<file path="src/rtl/nfold_pkg.sv">
package nfold_pkg;

   // control bits that ride the tree pipeline beside the data
   typedef struct packed {
      logic vld;
      logic first;
      logic last;
   } pass_ctl_t;

endpackage

</file>
<file path="src/rtl/nfold_lane.sv">
module nfold_lane #(
   parameter int N     = 3,
   parameter int L     = 5,
   parameter int ACC_W = 9
) (
   input  logic                    en_i,
   input  logic signed [N:0]       x_i,
   input  logic signed [N:0]       w_i,
   output logic signed [ACC_W-1:0] prod_o
);
   localparam int PW    = 2*N + 2;
   localparam int TRUNC = 2*N - L;
   localparam logic signed [N:0] MINV = {1'b1, {N{1'b0}}};
   localparam logic signed [L:0] TOPV = {1'b0, {L{1'b1}}};

   logic signed [PW-1:0] full;
   logic                 both_min;
   logic signed [L:0]    trunc_v;

   assign full     = PW'(x_i) * PW'(w_i);
   assign both_min = (x_i == MINV) && (w_i == MINV);
   assign trunc_v  = both_min ? TOPV : (L+1)'(full >>> TRUNC);
   assign prod_o   = en_i ? ACC_W'(trunc_v) : '0;

   always_comb begin
      if (en_i && (x_i != '0) && (w_i != '0)) begin
         if (x_i[N] != w_i[N]) begin
            assert_prod_sign_R1: assert (prod_o < 0)
               else $error("mixed-sign lane product is not negative");
         end else begin
            assert_prod_pos_R2: assert (prod_o >= 0)
               else $error("same-sign lane product wrapped negative");
         end
      end
   end
endmodule

</file>
<file path="src/rtl/nfold_tree.sv">
module nfold_tree #(
   parameter int M     = 4,
   parameter int ACC_W = 9,
   parameter int PIPE  = 1,
   parameter int SBW   = 11
) (
   input  logic                    clk,
   input  logic                    rst,
   input  logic signed [ACC_W-1:0] prod_i [M],
   input  logic [SBW-1:0]          side_i,
   output logic signed [ACC_W-1:0] sum_o,
   output logic [SBW-1:0]          side_o
);
   localparam int LEVELS = $clog2(M);

   // adder tree, registers on the last PIPE levels
   if (LEVELS == 0) begin : g_flat
      assign sum_o = prod_i[0];
   end else begin : g_tree
      for (genvar lv = 0; lv < LEVELS; lv++) begin : g_lvl
         localparam int CNT = M >> (lv + 1);
         logic signed [ACC_W-1:0] s [CNT];
         logic signed [ACC_W-1:0] q [CNT];
         for (genvar i = 0; i < CNT; i++) begin : g_add
            if (lv == 0) begin : g_leaf
               assign s[i] = prod_i[2*i] + prod_i[2*i+1];
            end else begin : g_inner
               assign s[i] = g_lvl[lv-1].q[2*i] + g_lvl[lv-1].q[2*i+1];
            end
         end
         if (lv >= LEVELS - PIPE) begin : g_reg
            always_ff @(posedge clk) begin
               if (rst) begin
                  for (int i = 0; i < CNT; i++) q[i] <= '0;
               end else begin
                  for (int i = 0; i < CNT; i++) q[i] <= s[i];
               end
            end
         end else begin : g_wire
            assign q = s;
         end
      end
      assign sum_o = g_lvl[LEVELS-1].q[0];
   end

   // sideband delay matching the tree registers
   if (PIPE == 0) begin : g_side_wire
      assign side_o = side_i;
   end else begin : g_side_pipe
      logic [SBW-1:0] st [PIPE];
      always_ff @(posedge clk) begin
         if (rst) begin
            for (int k = 0; k < PIPE; k++) st[k] <= '0;
         end else begin
            st[0] <= side_i;
            for (int k = 1; k < PIPE; k++) st[k] <= st[k-1];
         end
      end
      assign side_o = st[PIPE-1];
   end
endmodule

</file>
<file path="src/rtl/nfold_scale.sv">
module nfold_scale #(
   parameter int ACC_W = 9,
   parameter int L     = 5,
   parameter int SHW   = 2
) (
   input  logic signed [ACC_W-1:0] acc_i,
   input  logic [SHW-1:0]          sh_i,
   output logic signed [L:0]       sat_o
);
   localparam int MAXSH = (1 << SHW) - 1;
   localparam int WIDE  = ACC_W + MAXSH;
   localparam logic signed [WIDE-1:0] HI = WIDE'((1 << L) - 1);
   localparam logic signed [WIDE-1:0] LO = ~HI;

   logic signed [WIDE-1:0] wide;

   assign wide  = WIDE'(acc_i) <<< sh_i;
   assign sat_o = (wide > HI) ? HI[L:0] :
                  (wide < LO) ? LO[L:0] : wide[L:0];

   always_comb begin
      if (acc_i > 0) begin
         assert_sign_pos_R7: assert (sat_o > 0)
            else $error("positive total lost its sign after scaling");
      end else if (acc_i < 0) begin
         assert_sign_neg_R7: assert (sat_o < 0)
            else $error("negative total lost its sign after scaling");
      end
   end
endmodule

</file>
<file path="src/rtl/nfold_neuron_acc.sv">
module nfold_neuron_acc #(
   parameter int N     = 3,
   parameter int L     = 5,
   parameter int M     = 4,
   parameter int PIPE  = 1,
   parameter int GUARD = 3,
   parameter int SHW   = 2
) (
   input  logic                 clk,
   input  logic                 rst,
   input  logic                 pass_vld_i,
   input  logic                 pass_first_i,
   input  logic                 pass_last_i,
   input  logic [M-1:0]         lane_en_i,
   input  logic [M*(N+1)-1:0]   x_i,
   input  logic [M*(N+1)-1:0]   w_i,
   input  logic signed [L:0]    bias_i,
   input  logic [SHW-1:0]       shift_i,
   output logic signed [L:0]    sum_o,
   output logic                 sum_vld_o
);
   import nfold_pkg::*;

   localparam int W      = N + 1;
   localparam int ACC_W  = L + 1 + GUARD;
   localparam int LEVELS = $clog2(M);
   localparam int SBW    = $bits(pass_ctl_t) + L + 1 + SHW;

   if (L < N || L > 2*N) begin : g_bad_l
      $error("L must lie between N and 2N");
   end
   if ((1 << LEVELS) != M) begin : g_bad_m
      $error("M must be a power of two");
   end
   if (PIPE < 0 || PIPE > LEVELS) begin : g_bad_pipe
      $error("PIPE must lie between 0 and log2(M)");
   end
   if (GUARD < LEVELS) begin : g_bad_guard
      $error("GUARD must cover the adder tree growth");
   end

   logic signed [ACC_W-1:0] prod [M];
   logic signed [ACC_W-1:0] tree_sum;
   logic [SBW-1:0]          side_in, side_out;
   pass_ctl_t               ctl_in, d_ctl;
   logic signed [L:0]       d_bias;
   logic [SHW-1:0]          d_sh;
   logic signed [ACC_W-1:0] acc_q, acc_base, acc_next;
   logic signed [L:0]       scaled;

   for (genvar i = 0; i < M; i++) begin : g_lane
      nfold_lane #(.N(N), .L(L), .ACC_W(ACC_W)) u_lane (
         .en_i   (lane_en_i[i]),
         .x_i    (x_i[i*W +: W]),
         .w_i    (w_i[i*W +: W]),
         .prod_o (prod[i])
      );
   end

   assign ctl_in  = {pass_vld_i, pass_first_i, pass_last_i};
   assign side_in = {ctl_in, bias_i, shift_i};

   nfold_tree #(.M(M), .ACC_W(ACC_W), .PIPE(PIPE), .SBW(SBW)) u_tree (
      .clk    (clk),
      .rst    (rst),
      .prod_i (prod),
      .side_i (side_in),
      .sum_o  (tree_sum),
      .side_o (side_out)
   );

   assign {d_ctl, d_bias, d_sh} = side_out;

   assign acc_base = d_ctl.first ? ACC_W'(d_bias) : acc_q;
   assign acc_next = acc_base + tree_sum;

   nfold_scale #(.ACC_W(ACC_W), .L(L), .SHW(SHW)) u_scale (
      .acc_i (acc_next),
      .sh_i  (d_sh),
      .sat_o (scaled)
   );

   always_ff @(posedge clk) begin
      if (rst) begin
         acc_q     <= '0;
         sum_o     <= '0;
         sum_vld_o <= 1'b0;
      end else begin
         sum_vld_o <= d_ctl.vld & d_ctl.last;
         if (d_ctl.vld) acc_q <= acc_next;
         if (d_ctl.vld && d_ctl.last) sum_o <= scaled;
      end
   end

   assert_out_hold_R8: assert property (@(posedge clk) disable iff (rst)
      !sum_vld_o |-> $stable(sum_o))
      else $error("result changed without a valid strobe");
endmodule

</file>
<file path="config.mk">
export PLATFORM = sky130hd
export DESIGN_NAME = nfold_neuron_acc
export DESIGN_NICKNAME = d
export VERILOG_FILES = /design/src/rtl/nfold_pkg.sv /design/src/rtl/nfold_lane.sv /design/src/rtl/nfold_tree.sv /design/src/rtl/nfold_scale.sv /design/src/rtl/nfold_neuron_acc.sv
export SDC_FILE = /design/constraint.sdc
export NUM_CORES = 1
export LEC_CHECK = 0
export BUFFER_PORTS_ARGS = -buffer_cell sky130_fd_sc_hd__buf_4
export CAP_MARGIN = 25
export CORE_MARGIN = 4
export CORE_UTILIZATION = 56
export CTS_BUF_LIST = sky130_fd_sc_hd__clkbuf_4
export DETAILED_ROUTE_END_ITERATION = 8
export PLACE_DENSITY = 0.85
export REMOVE_ABC_BUFFERS = 1
export SETUP_SLACK_MARGIN = 0.3
export SYNTH_ARGS = -nofsm -noshare
export SYNTH_HDL_FRONTEND = slang
export SYNTH_SLANG_ARGS = --single-unit
</file>
<file path="constraint.sdc">
create_clock -name clk -period 4.9 [get_ports clk]
set_clock_uncertainty 0.05 [all_clocks]
set_input_delay 0.49 -clock clk [delete_from_list [all_inputs] [get_ports clk]]
set_output_delay 0.49 -clock clk [all_outputs]
set_load 0.05 [all_outputs]
</file>
==> flow_metrics.py, run 1 <==
metrics = {
    "sta": {
        "period_needed_ns": 5.186,
        "period_share_pct": 105.8,
        "setup_ws_ns": -0.2864,
        "drv_slew": 0,
        "fin_hold_ws_ns": 0.2830,
        "setup_viol": 3,
        "grt_setup_unrepaired": "yes",
        "relSlewSlack_pct": 61.61,
        "final_hold_viol_count": 0,
        "worstMarginPinSlew_ns": 0.5614,
        "fmax_mhz": 192.8,
    },
    "critical_path": {
        "slowest_stage": "fa_2",
        "arrival_ns": 5.44,
        "r2r_end": "sum_o[4]",
        "cp_num_buf_inv": 4,
        "critPathKind": "in2reg",
        "reg2reg_from": "u_tree.g_side_pipe.st[0][9]",
        "crit_path_start_kind": "input pin",
        "cpPeakStageDelay_ns": 0.56,
        "crit_path_frequent_cell": "fa_1",
        "critPathCaptureType": "flip-flop",
        "crit_chain": "buf_4 -> nand2b_4 -> fa_1 -> fa_1 -> inv_1 -> fa_2 -> ha_4 -> o21ai_0 -> buf_4 -> fa_1 -> inv_1 -> fa_1 -> ha_1 -> a21o_1 -> a21o_1 -> a21o_1 -> a21oi_4 -> nor2b_4 -> nor4_2 -> a21oi_1 -> nor2_1",
        "r2r_slack_ns": 1.07,
        "crit_fanout": 2,
        "cpLargestDelayFamily": "adder cells",
        "reg2regPathDepth": 11,
        "cp.required_ns": 5.15,
    },
    "cts": {
        "cts_tree": "yes",
        "clock-sinks": 36,
        "numCtsBuffers": 5,
        "path_clk_slew_ns": 0.12,
        "cts-htree-levels": 2,
        "clkLatencyLatePin_ns": 0.36,
        "cts_root_buffer": "clkbuf_4",
        "cts_hold_buf": 0,
        "cts.path.max_buffers": 2,
    },
    "placed_design": {
        "dpl.hpwl_um": 8332,
        "gp_congestion": 0.8732,
        "dp_cells": 697,
        "port_buffers": 55,
        "dpl-instance-area_um2": 5439,
    },
    "finish": {
        "stdcell_count": 709,
        "drive_above_1_share_pct": 28.50,
        "fillers": 545,
        "final_area_um2": 5804,
        "register_area_um2": 720.7,
        "fin_nets": 753,
        "insertedDiodeCount": 0,
        "multi_input_area_um2": 3896,
        "areaGrowthSynthToFinish_pct": 25.58,
    },
    "synth": {
        "syn-cell-area_um2": 4622,
        "synth_top_area_share_pct": 19.92,
        "yosysSeqAreaShare_pct": 15.59,
        "synth_common_cells": "ha_1 (52), inv_1 (51), fa_1 (46)",
        "yosys-top-cells-area": "fa_1 (20%), dfxtp_1 (16%), ha_1 (14%)",
        "netlist_instances": 504,
        "synth_edf_count": 0,
        "ys_ff_latch": 36,
        "ys_types": 64,
        "syn_avg_cell_area_um2": 9.171,
        "async_reset_ff_share_pct": 0,
        "synthFlopType": "dfxtp_1",
        "yosys.area.top_type": "fa_1",
        "yosysWarnings": 0,
        "yosysMostFrequentCell": "ha_1",
    },
    "drt": {
        "wl_um": 10940,
        "drt_iter0_markers": 146,
        "highest_layer": "met4",
        "dr_wl_met3_um": 314,
        "vias_per_cell": 5.509,
        "dr_wl_met2_um": 5936,
        "num_vias": 3906,
        "ant_nets": 0,
        "met1_length_um": 4327,
        "drcViolationCount": 0,
        "detail_route.wl_per_cell_um": 15.43,
        "first_pass_iters": 4,
    },
    "global_routing": {
        "grt_pass1_wl_um": 17640,
        "grt_usage_pct": 21.52,
        "grt_pass1_vias": 4070,
        "grt_overflow": 0,
        "grt_max_degree": 35,
        "antenna_found_initial": 0,
    },
    "job": {
        "cap_violations": 0,
    },
    "die": {
        "coreArea_um2": 7888,
        "dieArea_um2": 9771,
        "die_h_um": 98.85,
        "top_level_ports": 56,
        "initial_core_util_pct": 58.60,
        "placementRows": 32,
        "die-width_um": 98.85,
    },
    "pwr": {
        "vdd_ir_drop_max_mv": 0.3258,
        "leakage_nw": 2.803,
        "power.density_nw_per_um2": 444.3,
    },
    "outcome": {
        "violations": "negative setup slack",
        "status": "complete, but fails checks",
    },
    "hold_path": {
        "min_from": "shift_i[1]",
        "min_path_cells": 2,
        "worstHoldPathType": "in2reg",
        "whs_endpoint": "u_tree.g_side_pipe.st[0][1]",
    },
}
==> logic make-up (layout without fill, tap and decap cells) <==
family | after synthesis | in the layout | share of synthesized area [%]
AO/OA/AOI/OAI | 97 | 97 | 15.05
XOR/XNOR | 37 | 37 | 7.336
adder cells (fa/ha/maj) | 99 | 99 | 34.22
buffers and inverters | 62 | 165 | 5.712
flip-flops | 36 | 36 | 15.59
multiplexers | 11 | 11 | 2.545
AND/OR/NAND/NOR | 162 | 162 | 19.55
==> worst max path at each step <==
stage,startpoint,end,slack (ns),cells after the start
global route,x_i[4],u_tree.g_tree.g_lvl[1].q[0][8],-0.47,21
finish,x_i[4],u_tree.g_tree.g_lvl[1].q[0][8],-0.29,21
detailed placement,x_i[0],u_tree.g_tree.g_lvl[1].q[0][7],-0.83,21
CTS,x_i[8],u_tree.g_tree.g_lvl[1].q[0][8],-0.13,21
floorplan,x_i[0],u_tree.g_tree.g_lvl[1].q[0][7],-0.45,20
global placement,x_i[0],u_tree.g_tree.g_lvl[1].q[0][7],-0.64,21
==> timing repair <==
| item | 4_1_cts | 5_1_grt |
|---|---|---|
| resized for setup | 28 | 22 |
| endpoints found under the setup margin | 6 | 6 |
| buffers inserted | 2 | 2 |
| pin swaps | 35 | 21 |
==> flip-flops by register name, summed over array words and instances, names as in the netlist <==
register and flops:
u_tree.g_tree.g_lvl.q 9, sum_vld_o 1, u_tree.g_side_pipe.st 11, acc_q 9, sum_o 6
==> layout make-up <==
| type | instances | area share, % |
|---|---|---|
| Clock buffer | 5 | 0.6467 |
| Clock inverter | 3 | 0.4096 |
| Inverter | 52 | 3.363 |
| Multi-Input combinational cell | 406 | 67.13 |
| Sequential cell | 36 | 12.42 |
| Tap cell | 102 | 2.199 |
| Timing Repair Buffer | 105 | 13.84 |
==> cell usage in the layout (no fill, tap or decap), types with 4 or more instances in the layout <==
cell      synthesis  routed
nor4_1            5       4
xor2_1           10      10
nor2b_1          26      21
xnor2_2           1       4
o21a_1           10      10
a21oi_1          22      17
nand2b_1          8       5
nand3b_1          4       4
fa_2              0       6
ha_4              0      10
nor2_1           31      31
xnor2_1          25      22
buf_6             1       4
ha_1             52      42
nor3_1            7       6
nand3_1           6       6
mux2_2            6       6
o211ai_1          6       6
a21oi_2           2       6
a21o_1           12      12
nand2_1          23      22
clkbuf_4          0       5
a22o_1            4       4
fa_1             46      40
buf_4             1     101
and2_1           32      32
mux2i_1           5       5
o21ai_0          19      18
dfxtp_1          36      36
inv_1            51      49
==> routing by layer <==
metal,vias to the layer above,global-route usage [%]
li1,1918,-
met1,1880,24.47
met2,80,41.27
met3,28,1.982
met4,0,7.773
met5,-,0
==> where the power goes <==
part	total, W	internal [W]	switching [W]	leakage (nW)
registers	0.000370	0.000344	0.0000258	0.297
logic	0.00204	0.00101	0.00104	2.48
clock network	0.000165	0.0000564	0.000109	0.0274
total	0.00258	0.00141	0.00117	2.80
==> through the flow <==
step / power (W) / setup WS (ns) / util (%) / setup TNS, ns
after global routing: 0.002771 / -0.4696 / 73.59 / -1.135
after detailed placement: 0.001869 / -0.8300 / 68.96 / -3.679
after global placement: 0.001786 / -0.6438 / 68.96 / -2.578
final: 0.002579 / -0.2864 / 73.59 / -0.6801
after floorplan: 0.001467 / -0.4528 / - / -1.225
after CTS: 0.002216 / -0.1344 / 72.02 / -0.2022
Note: power is estimated with default switching activity, not from simulation.
==> run 2: changes to the inputs <==
--- a/config.mk
+++ b/config.mk
@@ -7,11 +7,12 @@
 export LEC_CHECK = 0
 export BUFFER_PORTS_ARGS = -buffer_cell sky130_fd_sc_hd__buf_4
 export CAP_MARGIN = 25
+export CORE_ASPECT_RATIO = 0.9
 export CORE_MARGIN = 4
-export CORE_UTILIZATION = 56
+export CORE_UTILIZATION = 55
 export CTS_BUF_LIST = sky130_fd_sc_hd__clkbuf_4
 export DETAILED_ROUTE_END_ITERATION = 8
-export PLACE_DENSITY = 0.85
+export PLACE_DENSITY = 0.84
 export REMOVE_ABC_BUFFERS = 1
 export SETUP_SLACK_MARGIN = 0.3
 export SYNTH_ARGS = -nofsm -noshare
==> run 2 against run 1 <==
  * The flow still finishes with violations (negative setup slack)
  * Cell area is 0.41% higher
  * Flip-flop and latch count unchanged
  * Via count rose by 3.0%
  * Highest routed layer unchanged
  * Count of clock-buffer cells in the layout stayed put
  * Sequential share of layout area is 0.051 points lower
  * Setup slack gained 0.039 ns
  * Die area rose by 1.7%
  * Largest cell class unchanged
  * Largest power group unchanged
  * First-iteration DRC count rose by 48%
  * Non-clock buffer count is 1 higher
  * Maximum frequency is 0.76% higher
==> flow_metrics.py, run 2 (synthesized netlist as in run 1, its figures left out) <==
metrics = {
    "global_routing": {
        "grt_most_used_layer": "met2",
        "use_met1_pct": 28.50,
        "grt_max_degree": 35,
        "antenna_found_initial": 0,
        "grt_pass1_vias": 4085,
        "grt_util_met3_pct": 2.666,
        "grt_pass1_wl_um": 18680,
        "grt_overflow": 0,
        "grt_usage_pct": 22.66,
        "met2_usage_pct": 42.15,
    },
    "pwr": {
        "finalPower_w": 0.002614,
        "vdd_ir_drop_max_mv": 0.3404,
        "power.density_nw_per_um2": 448.5,
        "leakage_nw": 2.806,
    },
    "sta": {
        "worstMarginPinSlew_ns": 0.5814,
        "final_hold_viol_count": 0,
        "drv_slew": 0,
        "period_share_pct": 105.0,
        "relSlewSlack_pct": 61.19,
        "grt_setup_unrepaired": "yes",
        "period_needed_ns": 5.147,
        "setup_ws_ns": -0.2472,
        "setup_viol": 4,
        "fmax_mhz": 194.3,
    },
    "critical_path": {
        "critPathKind": "in2reg",
        "crit_path_frequent_cell": "fa_1",
        "crit_path_start_kind": "input pin",
        "cp_num_buf_inv": 6,
        "critPathCaptureType": "flip-flop",
        "cpLargestDelayFamily": "adder cells",
        "arrival_ns": 5.37,
        "cpPeakStageDelay_ns": 0.58,
        "crit_fanout": 3,
        "slowest_stage": "fa_1",
        "crit_chain": "buf_4 -> nand2b_4 -> fa_1 -> fa_1 -> inv_1 -> fa_2 -> ha_4 -> fa_2 -> xor2_1 -> o21a_1 -> fa_1 -> inv_2 -> fa_1 -> inv_2 -> ha_4 -> a21o_1 -> a21oi_4 -> nor2b_2 -> buf_4 -> buf_6 -> nor3_4",
        "cp.required_ns": 5.13,
    },
    "outcome": {
        "status": "complete, but fails checks",
        "violations": "negative setup slack",
    },
    "die": {
        "dieArea_um2": 9936,
        "top_level_ports": 56,
        "initial_core_util_pct": 57.01,
        "die-width_um": 104.6,
        "coreArea_um2": 8107,
        "die_h_um": 94.97,
        "placementRows": 31,
    },
    "cts": {
        "cts_root_buffer": "clkbuf_4",
        "cts.path.max_buffers": 2,
        "path_clk_slew_ns": 0.12,
        "cts-htree-levels": 2,
        "numCtsBuffers": 5,
        "clock-sinks": 36,
        "cts_tree": "yes",
        "clkLatencyLatePin_ns": 0.34,
        "cts_hold_buf": 0,
    },
    "finish": {
        "top_register": "u_tree.g_side_pipe.st",
        "multi_input_area_um2": 3897,
        "top_regs": "u_tree.g_side_pipe.st: 11 flops, acc_q: 9 flops, u_tree.g_tree.g_lvl.q: 9 flops",
        "insertedDiodeCount": 0,
        "post-route-util_pct": 71.89,
        "layout_commonest_cell": "buf_4",
        "fin_nets": 754,
        "drive_above_1_share_pct": 29.11,
        "stdcell_count": 707,
        "largest_reg_flops": 11,
        "fillers": 526,
        "final_cell_mix": "buf_4 (102), inv_1 (47), ha_1 (41)",
        "areaGrowthSynthToFinish_pct": 26.10,
        "register_area_um2": 720.7,
        "final_area_um2": 5828,
    },
    "placed_design": {
        "port_buffers": 55,
        "dp_slack_ns": -0.7559,
        "dpl-instance-area_um2": 5435,
        "dp_cells": 694,
        "gp_congestion": 0.9133,
        "dpl.hpwl_um": 8232,
    },
    "job": {
        "cap_violations": 0,
    },
    "drt": {
        "first_pass_iters": 5,
        "drcViolationCount": 0,
        "vias_per_cell": 5.693,
        "wl_um": 11510,
        "detail_route.wl_per_cell_um": 16.28,
        "drt_iter0_markers": 216,
        "num_vias": 4025,
        "ant_nets": 0,
    },
    "hold_path": {
        "worstHoldPathType": "in2reg",
    },
}
[run 2: worst reg2reg max path: cells and delay by family, from the launching register on]
kind | cells | cell delay, ns
fa+ha+maj | 2 | 0.67
mux | 1 | 0.43
flops | 1 | 0.66
xor+xnor | 1 | 0.26
compound gates | 7 | 1.78
[run 2: path summary, 6_finish.rpt]
check                              start                             end  slack, ns  cells after the start
max reg2reg  u_tree.g_side_pipe.st[0][9]                        sum_o[4]       0.97                     11
min                          pass_last_i     u_tree.g_side_pipe.st[0][8]       0.30                      2
max                               x_i[0]  u_tree.g_tree.g_lvl[1].q[0][6]      -0.25                     21
min reg2reg                     acc_q[3]                        acc_q[3]       0.43                      2
[run 2: cell type report]
class	instances	area share [%]
clock buffer	5	0.6441
clock inverter	3	0.7299
tap	99	2.125
multi-input combinational	406	66.87
sequential	36	12.37
timing repair buffer	106	13.91
inverter	52	3.349
[run 2: layer usage]
metal | vias up | part of all wire (%)
li1 | 1924 | -
met1 | 1924 | 40
met2 | 145 | 52
met3 | 32 | 5.8
met4 | 0 | 2.7
met5 | - | 0
[run 2: per-stage QoR]
step / hold slack [ns] / setup TNS [ns]
final: 0.3013 / -0.7110
after CTS: 0.2950 / -0.3966
after global placement: 0.4020 / -2.669
after floorplan: 0.3868 / -1.225
after detailed placement: 0.4063 / -3.154
after global routing: 0.2883 / -1.221
[run 2: where the power goes]
part           internal, W  total [W]  switching [W]
registers         0.000344   0.000371      0.0000268
clock network     0.000106   0.000212       0.000106
logic              0.00101    0.00203        0.00102
[run 2: repair_timing]
item,in CTS,in global routing
resized for setup,29,22
pin swaps,39,26
endpoints found under the hold margin,0,0
buffers inserted,3,2
endpoints found under the setup margin,6,6
